`src/rtl/synccnt_pkg.sv`:
```
package synccnt_pkg;

   localparam int DATA_W = 32;
   localparam int HALF_W = DATA_W / 2;

   localparam int OFS_REV = 'h00;
   localparam int OFS_CNT = 'h10;

   localparam logic [DATA_W-1:0] REV_WORD = 32'h0000_0021;

   typedef enum logic [1:0] {
      SZ_BYTE = 2'b00,
      SZ_HALF = 2'b01,
      SZ_WORD = 2'b10,
      SZ_RSVD = 2'b11
   } acc_size_e;

endpackage

```
`src/rtl/synccnt_counter.sv`:
```
module synccnt_counter #(
   parameter int CNT_W = 32,
   parameter int SEG_W = 16
) (
   input  logic             clk_i,
   input  logic             rst_ni,
   input  logic             tick_i,
   output logic [CNT_W-1:0] cnt_o
);

   localparam int NSEG = CNT_W / SEG_W;

   if (SEG_W < 1 || CNT_W % SEG_W != 0) begin : g_bad_seg
      $error("synccnt_counter: CNT_W must be a multiple of SEG_W");
   end

   logic [NSEG-1:0]            carry;
   logic [NSEG-1:0][SEG_W-1:0] seg_w;

   for (genvar g = 0; g < NSEG; g++) begin : g_seg
      logic [SEG_W-1:0] q;

      if (g == 0) begin : g_first
         assign carry[g] = tick_i;
      end else begin : g_next
         assign carry[g] = carry[g-1] & (&seg_w[g-1]);
      end

      always_ff @(posedge clk_i) begin
         if (!rst_ni) begin
            q <= '0;
         end else if (carry[g]) begin
            q <= q + 1'b1;
         end
      end

      assign seg_w[g] = q;
   end

   assign cnt_o = seg_w;


   cnt_step_chk: assert property (@(posedge clk_i) disable iff (!rst_ni)
      tick_i |=> (cnt_o == CNT_W'($past(cnt_o) + CNT_W'(1))));


   cnt_hold_chk: assert property (@(posedge clk_i) disable iff (!rst_ni)
      !tick_i |=> $stable(cnt_o));

endmodule

```
`src/rtl/synccnt_snap.sv`:
```
module synccnt_snap #(
   parameter int HOLD_W = 16
) (
   input  logic              clk_i,
   input  logic              rst_ni,
   input  logic              ld_i,
   input  logic [HOLD_W-1:0] ld_val_i,
   output logic [HOLD_W-1:0] hold_o
);

   logic [HOLD_W-1:0] hold_q;

   always_ff @(posedge clk_i) begin
      if (!rst_ni) begin
         hold_q <= '0;
      end else if (ld_i) begin
         hold_q <= ld_val_i;
      end
   end

   assign hold_o = hold_q;


   hold_keep_chk: assert property (@(posedge clk_i) disable iff (!rst_ni)
      !ld_i |=> $stable(hold_q));


   hold_load_chk: assert property (@(posedge clk_i) disable iff (!rst_ni)
      ld_i |=> (hold_q == $past(ld_val_i)));

endmodule

```
`src/rtl/synccnt_decode.sv`:
```
module synccnt_decode
   import synccnt_pkg::*;
#(
   parameter int ADDR_W = 12
) (
   input  logic [ADDR_W-1:0] addr_i,
   input  logic [1:0]        size_i,
   input  logic              rd_i,
   input  logic              wr_i,
   input  logic [DATA_W-1:0] cnt_i,
   input  logic [HALF_W-1:0] hold_i,
   output logic              fire_o,
   output logic [DATA_W-1:0] data_o,
   output logic              err_o,
   output logic              ld_o,
   output logic [HALF_W-1:0] ld_val_o
);

   acc_size_e         size;
   logic [ADDR_W-1:0] eff_addr;
   logic              sel_rev;
   logic              sel_cnt;
   logic              bad_reg;
   logic [DATA_W-1:0] word_val;

   assign size = acc_size_e'(size_i);

   always_comb begin
      eff_addr = addr_i;
      if (size == SZ_HALF) begin
         eff_addr[1] = 1'b0;
      end
   end

   assign sel_rev  = (eff_addr == ADDR_W'(OFS_REV));
   assign sel_cnt  = (eff_addr == ADDR_W'(OFS_CNT));
   assign bad_reg  = !(sel_rev || sel_cnt);
   assign word_val = sel_rev ? REV_WORD : (sel_cnt ? cnt_i : '0);
   assign fire_o   = rd_i | wr_i;

   always_comb begin
      data_o   = '0;
      err_o    = 1'b0;
      ld_o     = 1'b0;
      ld_val_o = word_val[DATA_W-1:HALF_W];
      if (wr_i) begin
         err_o = 1'b1;
      end else if (rd_i) begin
         case (size)
            SZ_WORD: begin
               data_o = word_val;
               err_o  = bad_reg;
            end
            SZ_HALF: begin
               if (addr_i[1]) begin
                  data_o = DATA_W'(hold_i);
               end else begin
                  data_o = DATA_W'(word_val[HALF_W-1:0]);
                  err_o  = bad_reg;
                  ld_o   = 1'b1;
               end
            end
            default: begin
               err_o = 1'b1;
            end
         endcase
      end
   end

endmodule

```
`src/rtl/synccnt_periph.sv`:
```
module synccnt_periph
   import synccnt_pkg::*;
#(
   parameter int ADDR_W = 12,
   parameter int CNT_W  = 32,
   parameter int SEG_W  = 16
) (
   input  logic              clk_i,
   input  logic              rst_ni,
   input  logic              tick_i,
   input  logic [ADDR_W-1:0] bus_addr_i,
   input  logic [1:0]        bus_size_i,
   input  logic              bus_rd_i,
   input  logic              bus_wr_i,
   output logic [31:0]       bus_rdata_o,
   output logic              bus_err_o
);

   if (CNT_W < 1 || CNT_W > DATA_W) begin : g_bad_cnt
      $error("synccnt_periph: CNT_W must lie in 1..32");
   end
   if (ADDR_W < 5) begin : g_bad_addr
      $error("synccnt_periph: ADDR_W must reach offset 0x10");
   end

   logic [CNT_W-1:0]  cnt;
   logic [HALF_W-1:0] hold;
   logic              fire;
   logic [DATA_W-1:0] rsp_data;
   logic              rsp_err;
   logic              ld;
   logic [HALF_W-1:0] ld_val;
   logic [DATA_W-1:0] rdata_q;
   logic              err_q;

   synccnt_counter #(.CNT_W(CNT_W), .SEG_W(SEG_W)) u_cnt (
      .clk_i  (clk_i),
      .rst_ni (rst_ni),
      .tick_i (tick_i),
      .cnt_o  (cnt)
   );

   synccnt_decode #(.ADDR_W(ADDR_W)) u_dec (
      .addr_i   (bus_addr_i),
      .size_i   (bus_size_i),
      .rd_i     (bus_rd_i),
      .wr_i     (bus_wr_i),
      .cnt_i    (DATA_W'(cnt)),
      .hold_i   (hold),
      .fire_o   (fire),
      .data_o   (rsp_data),
      .err_o    (rsp_err),
      .ld_o     (ld),
      .ld_val_o (ld_val)
   );

   synccnt_snap #(.HOLD_W(HALF_W)) u_snap (
      .clk_i    (clk_i),
      .rst_ni   (rst_ni),
      .ld_i     (ld),
      .ld_val_i (ld_val),
      .hold_o   (hold)
   );

   always_ff @(posedge clk_i) begin
      if (!rst_ni) begin
         rdata_q <= '0;
         err_q   <= 1'b0;
      end else begin
         rdata_q <= fire ? rsp_data : '0;
         err_q   <= fire & rsp_err;
      end
   end

   assign bus_rdata_o = rdata_q;
   assign bus_err_o   = err_q;


   err_after_strobe_chk: assert property (@(posedge clk_i) disable iff (!rst_ni)
      bus_err_o |-> $past(bus_rd_i || bus_wr_i));


   wr_reject_chk: assert property (@(posedge clk_i) disable iff (!rst_ni)
      bus_wr_i |=> (bus_err_o && bus_rdata_o == '0));


   bad_width_chk: assert property (@(posedge clk_i) disable iff (!rst_ni)
      (bus_rd_i && !bus_wr_i && (bus_size_i == SZ_BYTE || bus_size_i == SZ_RSVD))
      |=> (bus_err_o && bus_rdata_o == '0));


   rev_word_chk: assert property (@(posedge clk_i) disable iff (!rst_ni)
      (bus_rd_i && !bus_wr_i && bus_size_i == SZ_WORD && bus_addr_i == ADDR_W'(OFS_REV))
      |=> (!bus_err_o && bus_rdata_o == REV_WORD));


   upper_half_ok_chk: assert property (@(posedge clk_i) disable iff (!rst_ni)
      (bus_rd_i && !bus_wr_i && bus_size_i == SZ_HALF && bus_addr_i[1])
      |=> (!bus_err_o && bus_rdata_o[31:16] == 16'h0000));

endmodule

```
`config.mk`:
```
export PLATFORM = sky130hd
export DESIGN_NAME = synccnt_periph
export DESIGN_NICKNAME = d
export VERILOG_FILES = /design/src/rtl/synccnt_pkg.sv /design/src/rtl/synccnt_counter.sv /design/src/rtl/synccnt_snap.sv /design/src/rtl/synccnt_decode.sv /design/src/rtl/synccnt_periph.sv
export SDC_FILE = /design/constraint.sdc
export NUM_CORES = 1
export LEC_CHECK = 0
export BUFFER_PORTS_ARGS = -buffer_cell sky130_fd_sc_hd__buf_2
export CORE_MARGIN = 2
export CORE_UTILIZATION = 60
export DETAILED_ROUTE_END_ITERATION = 10
export GPL_TIMING_DRIVEN = 0
export PLACE_DENSITY = 0.89
export SYNTH_ARGS = -nofsm -noshare
export SYNTH_HDL_FRONTEND = slang
export SYNTH_SLANG_ARGS = --single-unit
```
`constraint.sdc`:
```
create_clock -name clk_i -period 2.95 [get_ports clk_i]
set_input_delay 0.1475 -clock clk_i [delete_from_list [all_inputs] [get_ports clk_i]]
set_output_delay 0.1475 -clock clk_i [all_outputs]
set_load 0.01 [all_outputs]
```
==> reports/metrics.csv, run 1 <==
stage,metric,value,unit
sta,highest clock rate,501,MHz
setup_path,Critical path origin,u_cnt.g_seg[0].q[0],
synthesis,Post-Syn Area,3350,um^2
synthesis,Synth cell types,37,
finish,"commonest non-fill, non-tap cell in the layout",dfxtp_1,
setup_path,CP Data Required Time,3240,ps
sta,clock skew,7.24,ps
clocking,clk buf depth,2,
setup_path,Startpoint Class,register,
synthesis,compound-gate portion of the synthesized area,9.08,%
grt,first-pass GRT wire length,12.5,mm
power,Power Density,487,nW/um^2
setup_path,WP data arrival,2280,ps
synthesis,share of the yosys chip area belonging to registers,48.4,%
sta,final cycle utilization of the critical path,67.7,%
place,port bufs,51,
clocking,clk root buf,clkbuf_8,
detailed_routing,DRC violation count after routing,0,
sta,max_slew headroom,55.4,%
finish,most frequent cells in the layout,"dfxtp_1 (81), buf_2 (56), nand2_1 (49)",
worst_hold_path,HP Class,primary input to register,
finish,fin area,3850,um^2
setup_path,CP Class,register to register,
worst_hold_path,HP Start,bus_wr_i,
synthesis,mux share of post-synthesis cell area,2.69,%
setup_path,worst-path fanout max,10,
synthesis,Synth Net Count,401,
synthesis,"EDFF count, synth",0,
worst_hold_path,hold depth,3,
floorplanning,die span in y,78.7,um
clocking,clock-pin slew on the worst setup and hold paths,80,ps
sta,Final Critical Period,2000,ps
clocking,clk sinks,81,
detailed_routing,Pre-Repair DR Iteration Count,5,
setup_path,"delay-heaviest family, CP",simple AND/OR/NAND/NOR gates,
clocking,CTS Buf Count,9,
detailed_routing,"antenna viol nets, final",0,
synthesis,Adder-Cell Fraction of Synth Area,1.49,%
sta,# setup viols final,0,
sta,Final Slew Violations,0,
sta,post-route setup TNS,0,ps
detailed_routing,routed wire length,7.55,mm
synthesis,Synth async-reset ratio,0,%
setup_path,"Buf+Inv Stages, Crit Path",1,
run_status,status,"complete, no violations",
synthesis,Post-synth top flop,dfxtp_1,
grt,Tot GR Track Use,25.4,%
run,Max Cap Violations,0,
setup_path,Worst path slowest cell,or4_1,
clocking,Post-CTS Setup Bufs,0,
finish,layout cells sized above 1,18.0,%
detailed_routing,Vias,3030,
setup_path,element type at the critical path end,register,
finish,"Core Util, Final",70.9,%
synthesis,post-synthesis cell count,378,
power,maximum vdd ir drop,0.226,mV
synthesis,post-synthesis average cell area,8.86,um^2
clocking,CTS tree,yes,
detailed_routing,vias per cell,5.87,
floorplanning,Rows,27,
synthesis,post-synthesis simple-gate area fraction,29.9,%
synthesis,main combinational cell family by area after synthesis,simple AND/OR/NAND/NOR gates,
floorplanning,die area,6190,um^2
setup_path,delay of the slowest critical-path stage,560,ps
setup_path,r2r startpoint,u_cnt.g_seg[0].q[0],
finish,P&R area growth vs syn,15.1,%
place,dpl cell area,3690,um^2
finish,ant diodes,0,
grt,number of global-route vias before repair,2728,
synthesis,"FF+latch count, synth",81,
setup_path,cells on worst reg2reg path,6,
floorplanning,die width,78.7,um
clocking,Hold Buf Count CTS,0,
floorplanning,Core ar.,5440,um^2
setup_path,CP Depth,6,
sta,RSZ-0062 raised after global routing,false,
finish,Layout Nets,463,
grt,grt ovf,0,
sta,worst-margin pin slew,664,ps
synthesis,Synth warnings,0,
detailed_routing,initial drt markers,336,
detailed_routing,drt wl/cell,14.6,um
clocking,post-cts repair resize count,0,
grt,largest net degree at the start of global routing,13,
grt,initial antenna violation count,0,
place,GPL Wtd Cong,0.871,
synthesis,Synth Area in XOR/XNOR,3.40,%
floorplanning,Initial Utilization,61.6,%
clocking,clock latency on the worst-skew pair,350,ps
clocking,H-tree lvl count,3,
floorplanning,num ports,52,
setup_path,"Cell Chain, Critical Path",ha_1 > and4_1 > buf_4 > nand4_4 > or4_1 > a21oi_1,
power,static leakage,0.00157,uW
place,DP Wirelength,5.48,mm
sta,"Hold Violations, Final",0,
## cell usage after synthesis (3+ instances only)
| master | count | area [um^2] |
|---|---|---|
| nor2_1 | 18 | 67.6 |
| clkbuf_1 | 18 | 67.6 |
| nand2b_1 | 12 | 75.1 |
| and3_1 | 5 | 31.3 |
| and2_1 | 20 | 125 |
| nand3_1 | 11 | 55.1 |
| dfxtp_1 | 81 | 1620 |
| or4_1 | 3 | 22.5 |
| nand4_1 | 42 | 263 |
| buf_2 | 5 | 25.0 |
| o31ai_1 | 3 | 22.5 |
| ha_1 | 4 | 50.1 |
| nand2_1 | 49 | 184 |
| xor2_1 | 11 | 96.3 |
| mux2i_1 | 9 | 90.1 |
| a21oi_1 | 40 | 200 |
| o21ai_0 | 4 | 20.0 |
| and4_1 | 7 | 61.3 |
| inv_1 | 9 | 33.8 |
## flip-flops by register name, summed over array words and instances (netlist names)
name,cells
u_cnt.g_seg.q,32
bus_rdata_o,32
u_snap.hold_o,16
bus_err_o,1
## path summary, 6_finish.rpt
| kind | end | slack [ps] |
|---|---|---|
| min reg2reg | u_snap.hold_o[10] | 460 |
| max | u_cnt.g_seg[1].q[14] | 950 |
| max reg2reg | u_cnt.g_seg[1].q[14] | 950 |
| min | bus_err_o | 30 |
## tightest hold or removal path, stage by stage
cell and delay (ps):
buf_2 90, nand2_1 50, o21ai_0 70
## per-stage QoR
stage | hold WS [ps] | total power (uW) | std cells | worst slack, ps
after detailed placement | 372 | 1210 | 501 | 897
final | 31.6 | 1880 | 516 | 953
after global placement | 366 | 1200 | 501 | 921
after global routing | 44.8 | 1930 | 516 | 873
after floorplan | 256 | 1170 | 378 | 1260
after CTS | 24.8 | 1870 | 516 | 977
## power by group
part           switching (uW)  internal (uW)  leakage (uW)  total (uW)
Clock                     377            319     0.0000887         696
Combinational            54.3           27.3      0.000831        81.6
Sequential               4.13           1100      0.000653        1100
Total                     435           1440       0.00157        1880
## cell families after synthesis
kind of cell	Yosys count
AND/OR/NAND/NOR	180
multiplexers	9
XOR/XNOR	13
AO/OA/AOI/OAI	54
buffers and inverters	37
flip-flops	81
adder cells (fa/ha/maj)	4
## per-layer routing
metal	up-vias	wire length [um]	track usage, %
met5	-	0	0
met4	0	190	11.4
met3	24	524	3.86
met2	143	3610	40.7
met1	1403	3230	34.0
li1	1460	-	-
## area by class of cell
cell class                      count  area [um^2]
Timing Repair Buffer               51          255
Fill cell                         427         1580
Inverter                            9         33.8
Clock inverter                      4         20.0
Multi-Input combinational cell    260         1560
Buffer                             28          134
Sequential cell                    81         1620
Clock buffer                       11          141
Tap cell                           72         90.1
(Power assumes the default switching activity.)
==> run 2, diff against run 1 <==
- CORE_UTILIZATION: 60 -> 50
- PLACE_DENSITY: 0.89 -> 0.79
- clock period: 2.95 -> 1.8 ns (I/O delays scaled with it)
==> run 2 against run 1 <==
Net effect: sequential power rose by 64%; first-iteration DRC count fell by 26%; register-to-register slack got worse by 860 ps; maximum frequency rose by 17%; clock power rose by 75%; critical endpoint is now u_cnt.g_seg[1].q[12].
==> reports/metrics.csv, run 2 (synthesis gave the netlist of run 1 again) <==
stage,metric,value,unit,change
floorplanning,num ports,52,,unchanged
finish,P&R area growth vs syn,18.5,%,
worst_hold_path,HP Class,primary input to register,,
floorplanning,Rows,29,,+7.4%
detailed_routing,initial drt markers,249,,-26%
grt,Tot GR Track Use,21.3,%,-4.1 points
floorplanning,die span in y,85.8,um,+9.1%
sta,highest clock rate,586,MHz,+17%
clocking,clk buf depth,2,,unchanged
sta,Hold WS,36.2,ps,+4.52 ps
sta,Final Slew Violations,0,,unchanged
clocking,clk sinks,81,,unchanged
clocking,clock latency on the worst-skew pair,360,ps,about the same
power,power consumption,3170,uW,+69%
floorplanning,die area,7370,um^2,+19%
clocking,clk root buf,clkbuf_8,,
setup_path,element type at the critical path end,register,,
detailed_routing,routed wire length,7.56,mm,+0.19%
finish,ant diodes,0,,unchanged
sta,# setup viols final,0,,unchanged
sta,max_slew headroom,59.7,%,+4.4 points
run,Max Cap Violations,0,,unchanged
finish,layout cells sized above 1,20.3,%,+2.2 points
grt,initial antenna violation count,0,,unchanged
detailed_routing,vias per cell,5.63,,-4.1%
grt,number of global-route vias before repair,2663,,-2.4%
setup_path,CP Data Required Time,2050,ps,-1190 ps
place,port bufs,51,,unchanged
sta,Final Critical Period,1710,ps,-291 ps
sta,RSZ-0062 raised after global routing,false,,
finish,Layout Nets,467,,+0.86%
setup_path,worst-path fanout max,10,,unchanged
run_status,status,"complete, no violations",,
detailed_routing,Pre-Repair DR Iteration Count,6,,+1
clocking,CTS tree,yes,,
finish,"Core Util, Final",61.8,%,-9.1 points
place,GPL Wtd Cong,0.847,,-2.7%
clocking,CTS Buf Count,9,,unchanged
detailed_routing,DRC violation count after routing,0,,unchanged
sta,"Hold Violations, Final",0,,unchanged
power,Power Density,798,nW/um^2,+64%
detailed_routing,drt wl/cell,14.4,um,-1.7%
grt,largest net degree at the start of global routing,14,,+1
sta,post-route setup TNS,0,ps,unchanged
grt,first-pass GRT wire length,12.3,mm,-1.0%
detailed_routing,Vias,2963,,-2.2%
clocking,clock-pin slew on the worst setup and hold paths,80,ps,about the same
detailed_routing,"antenna viol nets, final",0,,unchanged
finish,"commonest non-fill, non-tap cell in the layout",dfxtp_1,,
sta,clock skew,6.99,ps,-0.246 ps
setup_path,CP Class,register to register,,
power,maximum vdd ir drop,0.391,mV,+73%
floorplanning,die width,85.8,um,+9.1%
power,static leakage,0.00162,uW,+3.0%
floorplanning,Core ar.,6420,um^2,+18%
setup_path,WP data arrival,1950,ps,-330 ps
clocking,H-tree lvl count,3,,unchanged
sta,final cycle utilization of the critical path,94.8,%,+27 points
grt,grt ovf,0,,unchanged
sta,worst-margin pin slew,604,ps,-60.3 ps
place,DP Wirelength,5.30,mm,-3.2%
floorplanning,Initial Utilization,52.1,%,-9.4 points
finish,most frequent cells in the layout,"dfxtp_1 (79), buf_2 (55), nand2_1 (49)",,
setup_path,Startpoint Class,register,,
## run 2: cell type report
| class | count | area, um^2 |
|---|---|---|
| multi-input cells | 261 | 1600 |
| plain buffers | 27 | 136 |
| fillers | 560 | 2450 |
| inverters | 9 | 33.8 |
| flip-flops and latches | 81 | 1630 |
| clock inverters | 5 | 28.8 |
| well taps | 77 | 96.3 |
| clock buffers | 11 | 151 |
| repair buffers | 55 | 290 |
## run 2: final timing paths
kind	start	end	slack, ps	cells after the start
worst max-delay path	u_cnt.g_seg[0].q[1]	u_cnt.g_seg[1].q[12]	90	7
worst min-delay path	rst_ni	u_cnt.g_seg[1].q[9]	40	3
worst max register to register	u_cnt.g_seg[0].q[1]	u_cnt.g_seg[1].q[12]	90	7
worst min register to register	u_snap.hold_o[2]	bus_rdata_o[2]	460	2
## run 2: metal layers
metal	part of all wire (%)	global-route usage, %	vias to the layer above
li1	-	-	1466
met1	45	28.2	1364
met2	47	33.8	117
met3	6.5	2.98	16
met4	1.7	11.5	0
met5	0	0	-
## run 2: worst max-delay path: stages, from the launching register on
cell and delay [ps]:
dfxtp_4 370, ha_4 140, and4_1 220, buf_6 140, and4_4 270, buf_4 190
nand4_1 120, mux2i_1 140
## run 2: timing repair
action	CTS	global route
setup endpoints to repair	12	19
resized for setup	6	6
setup buffers	2	0
pin swaps	1	2
hold buffers	2	0
endpoints found under the hold margin	1	0
cloned	1	0
## run 2: power breakdown
group | switching, uW | internal (uW)
combinational | 92.0 | 53.3
sequential | 6.42 | 1800
clock | 646 | 571
## run 2: stage by stage
stage / instance area (um^2) / worst slack (ps) / cells
finish: 3970 / 93.8 / 526
global route: 3970 / 8.37 / 526
CTS: 3940 / 13.1 / 527
detailed placement: 3700 / -260 / 506
global placement: 3700 / -201 / 506
floorplan: 3350 / 112 / 378
